[src/rtl/buck_pwm_pkg.sv]
package buck_pwm_pkg;

  // Phase decodes passed from the timing datapath to the latch control
  typedef struct packed {
    logic atStart;   // phase counter at 0
    logic inBlank;   // phase inside the comparator blanking window
    logic atMaxOn;   // phase has reached the maximum on-time
    logic atCeil;    // phase has reached the soft-start ceiling
  } phaseStrb_t;

endpackage

[src/rtl/buck_pwm_timer.sv]
module buck_pwm_timer
  import buck_pwm_pkg::*;
#(
  parameter int PERIOD_CYC = 50,
  parameter int BLANK_CYC  = 3,
  parameter int MAXON_CYC  = 38,
  parameter int PW         = $clog2(PERIOD_CYC),
  parameter int CW         = $clog2(PERIOD_CYC + 1)
) (
  input  logic          clk,
  input  logic          rstN,
  input  logic [CW-1:0] ssCeil,
  output phaseStrb_t    strb,
  output logic [PW-1:0] phaseCnt
);

  localparam logic [PW-1:0] LastPhase = PW'(PERIOD_CYC - 1);
  localparam logic [PW-1:0] MaxOnPhase = PW'(MAXON_CYC);

  always_ff @(posedge clk) begin
    if (!rstN)                   phaseCnt <= '0;
    else if (phaseCnt == LastPhase) phaseCnt <= '0;
    else                         phaseCnt <= phaseCnt + 1'b1;
  end

  logic blankWin;
  generate
    if (BLANK_CYC == 0) begin : g_noBlank
      assign blankWin = 1'b0;
    end else begin : g_blank
      assign blankWin = (phaseCnt < PW'(BLANK_CYC));
    end
  endgenerate

  always_comb begin
    strb.atStart = (phaseCnt == '0);
    strb.inBlank = blankWin;
    strb.atMaxOn = (phaseCnt >= MaxOnPhase);
    strb.atCeil  = (CW'(phaseCnt) >= ssCeil);
  end


  phase_range_chk: assert property (@(posedge clk) disable iff (!rstN)
    phaseCnt <= LastPhase);


  phase_wrap_chk: assert property (@(posedge clk) disable iff (!rstN)
    (phaseCnt == LastPhase) |=> (phaseCnt == '0));

endmodule

[src/rtl/buck_pwm_latch.sv]
module buck_pwm_latch
  import buck_pwm_pkg::*;
(
  input  logic       clk,
  input  logic       rstN,
  input  logic       faultIn,
  input  logic       pwmTrip,
  input  logic       limitTrip,
  input  phaseStrb_t strb,
  output logic       driveOn
);

  logic onD;
  logic senseTrip;

  // Comparator flags count only outside the blanking window
  assign senseTrip = !strb.inBlank && (pwmTrip || limitTrip);

  always_comb begin
    onD = 1'b0;
    if (faultIn)
      onD = 1'b0;
    else if (strb.atStart)
      onD = !pwmTrip && !strb.atCeil;
    else if (driveOn)
      onD = !(strb.atMaxOn || strb.atCeil || senseTrip);
  end

  always_ff @(posedge clk) begin
    if (!rstN) driveOn <= 1'b0;
    else       driveOn <= onD;
  end


  blank_hold_chk: assert property (@(posedge clk) disable iff (!rstN)
    (driveOn && strb.inBlank && !strb.atStart && !strb.atMaxOn &&
     !strb.atCeil && !faultIn) |=> driveOn);


  one_pulse_chk: assert property (@(posedge clk) disable iff (!rstN)
    (!driveOn && !strb.atStart) |=> !driveOn);


  fault_clear_chk: assert property (@(posedge clk) disable iff (!rstN)
    faultIn |=> !driveOn);

endmodule

[src/rtl/buck_pwm_ctrl.sv]
module buck_pwm_ctrl
  import buck_pwm_pkg::*;
#(
  parameter int  PERIOD_CYC = 50,
  parameter int  BLANK_CYC  = 3,
  parameter int  MINOFF_CYC = 12,
  localparam int CW         = $clog2(PERIOD_CYC + 1)
) (
  input  logic          clk,
  input  logic          rstN,
  input  logic          faultIn,
  input  logic          pwmTrip,
  input  logic          limitTrip,
  input  logic [CW-1:0] ssCeil,
  output logic          mainDrv,
  output logic          syncDrv,
  output logic          blankStrobe
);

  localparam int PW        = $clog2(PERIOD_CYC);
  localparam int MAXON_CYC = PERIOD_CYC - MINOFF_CYC;

  phaseStrb_t    strb;
  logic [PW-1:0] phaseCnt;
  logic          driveOn;

  buck_pwm_timer #(
    .PERIOD_CYC(PERIOD_CYC),
    .BLANK_CYC (BLANK_CYC),
    .MAXON_CYC (MAXON_CYC),
    .PW        (PW),
    .CW        (CW)
  ) u_timer (
    .clk     (clk),
    .rstN    (rstN),
    .ssCeil  (ssCeil),
    .strb    (strb),
    .phaseCnt(phaseCnt)
  );

  buck_pwm_latch u_latch (
    .clk      (clk),
    .rstN     (rstN),
    .faultIn  (faultIn),
    .pwmTrip  (pwmTrip),
    .limitTrip(limitTrip),
    .strb     (strb),
    .driveOn  (driveOn)
  );

  assign mainDrv     = driveOn && !faultIn;
  assign syncDrv     = !mainDrv;
  assign blankStrobe = strb.inBlank;


  min_off_chk: assert property (@(posedge clk) disable iff (!rstN)
    ((phaseCnt > PW'(MAXON_CYC)) || (phaseCnt == '0)) |-> !mainDrv);


  ceil_stop_chk: assert property (@(posedge clk) disable iff (!rstN)
    strb.atCeil |=> !mainDrv);


  zero_duty_chk: assert property (@(posedge clk) disable iff (!rstN)
    (strb.atStart && pwmTrip) |=> !mainDrv);

endmodule

[config.mk]
export PLATFORM = sky130hd
export DESIGN_NAME = buck_pwm_ctrl
export DESIGN_NICKNAME = d
export VERILOG_FILES = /design/src/rtl/buck_pwm_pkg.sv /design/src/rtl/buck_pwm_timer.sv /design/src/rtl/buck_pwm_latch.sv /design/src/rtl/buck_pwm_ctrl.sv
export SDC_FILE = /design/constraint.sdc
export NUM_CORES = 1
export LEC_CHECK = 0
export BUFFER_PORTS_ARGS = -buffer_cell sky130_fd_sc_hd__buf_2
export CAP_MARGIN = 20
export CORE_AREA = 2 2 39 41
export DETAILED_ROUTE_END_ITERATION = 12
export DIE_AREA = 0 0 41 43
export PLACE_DENSITY = 0.69
export SLEW_MARGIN = 10
export SYNTH_ARGS = -nofsm -noshare
export SYNTH_HDL_FRONTEND = slang
export SYNTH_HIERARCHICAL = 1
export SYNTH_SLANG_ARGS = --single-unit
export TNS_END_PERCENT = 10
[constraint.sdc]
create_clock -name clk -period 3.1 [get_ports clk]
set_input_delay 0.155 -clock clk [delete_from_list [all_inputs] [get_ports clk]]
set_output_delay 0.155 -clock clk [all_outputs]
set_load 0.01 [all_outputs]
==> results.json, run 1 <==
{
  "synth_commonest_cells": "10 x ha_1, 8 x inv_1, 7 x dfxtp_1, 7 x nor2_1, 3 x o21ai_0",
  "wl_per_cell_um": 9.84,
  "first_pass_iters": 3,
  "worstHoldEndpoint": "u_latch/driveOn",
  "peakVddDrop_mv": 0.202,
  "reg2reg_depth": 7,
  "cts_setup_buffers": 0,
  "synth.area.top_cells": "dfxtp_1 26%, ha_1 23%, inv_1 5.5%, nor2_1 4.8%, xor2_1 3.2%",
  "crit_fanout": 6,
  "crit_top_cell": "a21oi_1",
  "globalplace.congestion": 0.703,
  "clock_path_buffers": 2,
  "drive_above_1_share_pct": 26.6,
  "core-area_sq_um": 1380,
  "relSlewSlack_pct": 77.8,
  "ant_nets": 0,
  "fmax_ghz": 0.657,
  "slew_violations": 0,
  "finalHoldViolCount": 0,
  "synth_nets": 84,
  "regToRegEndpoint": "u_latch/driveOn",
  "drt_iter0_drc": 4,
  "synth.most_common_cell": "ha_1",
  "detailedPlace.worstSlack_ns": 1.56,
  "total_leakage_power_uw": 0.000335,
  "p_per_area_nw_per_um2": 342,
  "slowest_delay_ns": 0.49,
  "numCtsBuffers": 3,
  "antenna_found_initial": 0,
  "yosys.area.top_type_share_pct": 25.7,
  "io_pins": 14,
  "synth-seq-area-share_pct": 25.7,
  "grt-ovfl-total": 0,
  "cp_num_buf_inv": 0,
  "setup_slack_ns": 1.58,
  "r2r-start": "u_timer/phaseCnt[4]",
  "async_reset_ff_share_pct": 0,
  "min-delay-start": "rstN",
  "vias_per_cell": 4.83,
  "period_share_pct": 49.1,
  "skew_ns": 0.00380,
  "cp_top_family": "compound AO/OA/AOI/OAI gates",
  "wl_um": 935,
  "cp-start-kind": "flop",
  "rsz0062_at_grt": "no",
  "synth_area_sq_um": 546,
  "end_kind": "flop",
  "initial_core_util_pct": 39.4,
  "setup_viol": 0,
  "tritoncts": "built",
  "critPathArrivalTime_ns": 1.71,
  "syn_inst": 63,
  "grt_pass1_vias": 396,
  "nets": 101,
  "yosys_warnings": 6,
  "yosysUniqueCellTypes": 27,
  "drcViolationCount": 0,
  "htreeDepth": 1,
  "die_h_um": 43,
  "synth-edff-count": 0,
  "diodes": 0,
  "hold_buffers": 0,
  "tns_ns": 0,
  "cts.sinks": 7,
  "yosys.area.top_type": "dfxtp_1",
  "dieArea_sq_um": 1760,
  "rows": 14,
  "final.min_clock_period_ns": 1.52,
  "synthToLayoutAreaGrowth_pct": 19.0,
  "crit_type": "flop to flop",
  "grt_pass1_wl_mm": 1.54,
  "vias": 459,
  "hpwl_um": 770,
  "drv_cap": 0,
  "post_cts_resized": 0,
  "synth_flop_cell": "dfxtp_1",
  "cp_slowest_cell": "dfxtp_1",
  "die_width_um": 41,
  "avgSynthCellArea_sq_um": 8.66,
  "grt_use_total_pct": 12.8,
  "hold_depth": 3,
  "reg2reg_slack_ns": 1.58,
  "outcome": "finished clean",
  "worst_slew_pin_slew_ns": 0.332,
  "n_fill_cell": 144,
  "grt_max_degree": 8,
  "required_ns": 3.29,
  "synth_seq_cells": 7,
  "worstHoldPathType": "primary input to flop",
  "worstPathCellList": "ha_1 -> a21o_1 -> a21oi_1 -> o21ai_0 -> nor2_1 -> nand2_1 -> a21oi_1",
  "clock_latency_ns": 0.25,
  "path_clk_slew_ns": 0.05,
  "clockRootBuffer": "clkbuf_4",
  "io_buffers": 13
}
[report_power, final]
group / switching (uW) / internal (uW) / total, uW
Combinational: 18.7 / 20.8 / 39.6
Clock: 32.8 / 49.1 / 81.9
Sequential: 6.19 / 94.1 / 100
[through the flow]
step                      util, %  std cells  total power, uW  cell area [sq um]  hold WS (ns)
after floorplan                 -         63              129                546         0.271
after detailed placement     45.0         91              142                623         0.405
final                        46.9         95              222                649         0.140
after CTS                    46.9         95              226                649         0.138
after global placement       45.0         91              141                623         0.403
after global routing         46.9         95              240                649         0.133
[layout by cell type, fill, tap and decap left out, types with 2 or more instances in the layout]
cell      count
a21oi_1       2
ha_1         10
nand2b_1      2
inv_1         8
a21o_1        2
nor2b_1       2
o21ai_0       3
xor2_1        2
clkbuf_4      3
buf_2        13
nor2_1        7
nand3_1       2
dfxtp_1       7
[sequential cells by signal (all words and copies together) (netlist names)]
name and cells:
u_timer/phaseCnt 6, u_latch/driveOn 1
[routing by layer]
layer,wire (um),track usage [%],share of wire [%],vias up
li1,-,-,-,244
met1,376,12.6,40,199
met2,486,21.9,52,14
met3,65,6.28,7.0,2
met4,6,4.00,0.64,0
met5,0,0,0,-
[worst register-to-register path: cells and delay by family, from the launching register on]
kind	cells	cell delay, ns
compound gates	4	0.52
simple gates	2	0.14
fa+ha+maj	1	0.31
flops	1	0.49
[cells by family (layout without fill, tap and decap cells)]
group / Yosys count / in the layout / share of synthesized area, %
flops: 7 / 7 / 25.7
fa+ha+maj: 10 / 10 / 22.9
buf+inv: 9 / 25 / 6.88
simple gates: 22 / 22 / 25.2
compound gates: 12 / 12 / 14.5
xor+xnor: 3 / 3 / 4.82
[final cells by class]
class                      instances  area, sq um  area share, %
clock buffer                       4         26.3           4.05
inverter                           8         30.0           4.62
multi-input combinational         47          368           56.6
sequential                         7          140           21.6
tap                               16         20.0           3.08
timing repair buffer              13         65.1           10.0
[worst max-delay path by stage]
| stage | from | endpoint | slack, ns | cells past startpoint |
|---|---|---|---|---|
| finish | u_timer/phaseCnt[4] | u_latch/driveOn | 1.58 | 7 |
| global route | u_timer/phaseCnt[0] | u_latch/driveOn | 1.41 | 8 |
| CTS | u_timer/phaseCnt[0] | u_latch/driveOn | 1.54 | 8 |
| detailed placement | u_timer/phaseCnt[0] | u_latch/driveOn | 1.56 | 8 |
| global placement | u_timer/phaseCnt[0] | u_latch/driveOn | 1.61 | 8 |
| floorplan | u_timer/phaseCnt[0] | u_latch/driveOn | 1.73 | 8 |
Power figures use the tool's default switching activity.
==> run 2, diff against run 1 <==
Settings changed: PLACE_DENSITY 0.69 to 0.72.
Clock period 3.1 ns to 1.4 ns, I/O delays scaled along.
==> run 2 against run 1 <==
Sequential power increased by 120%. Clock power increased by 120%. Clock skew down 0.0010 ns. Largest power group unchanged. Power is 140% higher. Critical endpoint is now blankStrobe. Worst hold slack got worse by 0.043 ns. Wire length rose by 28%. Core utilization rose by 11 points. Die area did not move. Global-route usage increased by 1.8 points. Sequential cell count is the same. First-iteration DRC count grew 75%.
==> results.json, run 2 (synthesis gave the netlist of run 1 again) <==
{
  "outcome": "finished clean",
  "drive_above_1_share_pct": 47.7,
  "crit_fanout": 5,
  "clock_latency_ns": 0.25,
  "swShare_pct": 26.8,
  "antenna_found_initial": 0,
  "p_sw_uw": 145,
  "final.min_clock_period_ns": 1.34,
  "regToRegEndpoint": "u_latch/driveOn",
  "initial_core_util_pct": 39.4,
  "io_buffers": 13,
  "diodes": 0,
  "cp_num_buf_inv": 2,
  "worst_slew_pin_slew_ns": 0.309,
  "end_kind": "output pin",
  "r2r-start": "u_timer/phaseCnt[0]",
  "skew_ns": 0.00276,
  "required_ns": 1.33,
  "hold_depth": 4,
  "tns_ns": 0,
  "worstHoldPathType": "primary input to flop",
  "p_per_area_nw_per_um2": 679,
  "die_width_um": 41,
  "hpwl_um": 846,
  "critPathArrivalTime_ns": 1.27,
  "crit_top_cell": "buf_6",
  "p_total_uw": 540,
  "relSlewSlack_pct": 79.4,
  "ant_nets": 0,
  "grt_use_total_pct": 14.6,
  "wl_per_cell_um": 11.7,
  "period_share_pct": 95.7,
  "top_register": "u_timer/phaseCnt",
  "globalplace.congestion": 0.724,
  "final-seq-area_sq_um": 145,
  "whs_ns": 0.0964,
  "slew_violations": 0,
  "first_pass_iters": 4,
  "p_clk_share_pct": 33.5,
  "clockRootBuffer": "clkbuf_4",
  "cp_top_family": "simple AND/OR/NAND/NOR gates",
  "grt_max_degree": 7,
  "grt_pass1_vias": 450,
  "wl_mm": 1.20,
  "n_fill_cell": 124,
  "reg2reg_slack_ns": 0.07,
  "final_cell_mix": "12 x buf_2, 7 x nor2_1, 7 x inv_1, 7 x ha_1, 5 x buf_4",
  "power.share.sequential_pct": 40.8,
  "worstPathCellList": "buf_6 -> nor4_4 -> nor2b_4 -> buf_6",
  "cts.sinks": 7,
  "cp_slowest_cell": "dfxtp_2",
  "drcViolationCount": 0,
  "dieArea_sq_um": 1760,
  "reg_top3": "u_timer/phaseCnt (6), u_latch/driveOn (1)",
  "io_pins": 14,
  "setup_viol": 0,
  "grt-ovfl-total": 0,
  "fmax_ghz": 0.746,
  "nets": 108,
  "rows": 14,
  "fin_util_pct": 57.5,
  "grt_pass1_wl_mm": 1.74,
  "rsz0062_at_grt": "yes",
  "clock_path_buffers": 2,
  "slowest_delay_ns": 0.33,
  "numCtsBuffers": 3,
  "finalHoldViolCount": 0,
  "vias": 505,
  "hold_buffers": 0,
  "die_h_um": 43,
  "worstHoldEndpoint": "u_latch/driveOn",
  "cp-start-kind": "flop",
  "path_clk_slew_ns": 0.05,
  "synthToLayoutAreaGrowth_pct": 45.9,
  "tritoncts": "built",
  "core-area_sq_um": 1380,
  "largest_register_ffs": 6,
  "multi_input_area_sq_um": 443,
  "combPwrFrac_pct": 25.7,
  "crit_type": "flop to output pin",
  "htreeDepth": 1,
  "reg2reg_depth": 8,
  "layout_commonest_cell": "buf_2",
  "min-delay-start": "faultIn",
  "total_leakage_power_uw": 0.000400,
  "peakVddDrop_mv": 0.339,
  "drv_cap": 0,
  "cell_internal_pwr_uw": 396,
  "drt_iter0_drc": 7,
  "vias_per_cell": 4.95
}
run 2: power by group through the flow:
stage	clock (uW)	sequential [uW]	combinational (uW)
2_1_floorplan	0	223	63.5
3_3_place_gp	0	220	98.1
3_5_place_dp	0	221	99.5
4_1_cts	187	218	107
5_1_grt	197	222	157
6_report	181	221	139
run 2: layout make-up:
type / count / share of cell area [%]
multi-input cells: 47 / 55.7
repair buffers: 20 / 16.5
clock buffers: 4 / 3.30
inverters: 8 / 3.77
flip-flops and latches: 7 / 18.2
well taps: 16 / 2.52
run 2: worst max path at each step:
stage / startpoint / to / slack [ns] / cells after the start
final: u_timer/phaseCnt[2] / blankStrobe / 0.06 / 4
after CTS: u_timer/phaseCnt[0] / u_latch/driveOn / 0.006 / 8
after floorplan: u_timer/phaseCnt[0] / u_latch/driveOn / 0.03 / 8
after detailed placement: u_timer/phaseCnt[0] / u_latch/driveOn / -0.02 / 8
after global routing: u_timer/phaseCnt[0] / u_latch/driveOn / -0.05 / 8
after global placement: u_timer/phaseCnt[0] / u_latch/driveOn / 0.02 / 8
run 2: per-stage QoR:
stage	cell area [sq um]	std cells	setup WS, ns
finish	796	102	0.0604
floorplan	546	63	0.0341
detailed placement	653	95	-0.0227
global route	796	102	-0.0536
global placement	653	95	0.0208
CTS	701	99	0.00618
run 2: worst min-delay path, cell delays in order:
cell,delay [ns]
buf_2,0.09
nor2_1,0.04
nand2_1,0.06
a21oi_2,0.04
run 2: timing repair:
| item | 4_1_cts | 5_1_grt |
|---|---|---|
| setup buffers | 0 | 3 |
| pin swaps | 1 | 6 |
| resized for setup | 5 | 15 |
| setup endpoints to repair | 2 | 2 |
run 2: metal layers:
| layer | routed length [um] | vias up | global-route usage, % | share of wire [%] |
|---|---|---|---|---|
| met3 | 63 | 0 | 4.71 | 5.3 |
| met5 | 0 | - | 0 | 0 |
| met4 | 0 | 0 | 6.00 | 0 |
| met1 | 495 | 231 | 14.8 | 41 |
| li1 | - | 261 | - | - |
| met2 | 638 | 13 | 25.3 | 53 |
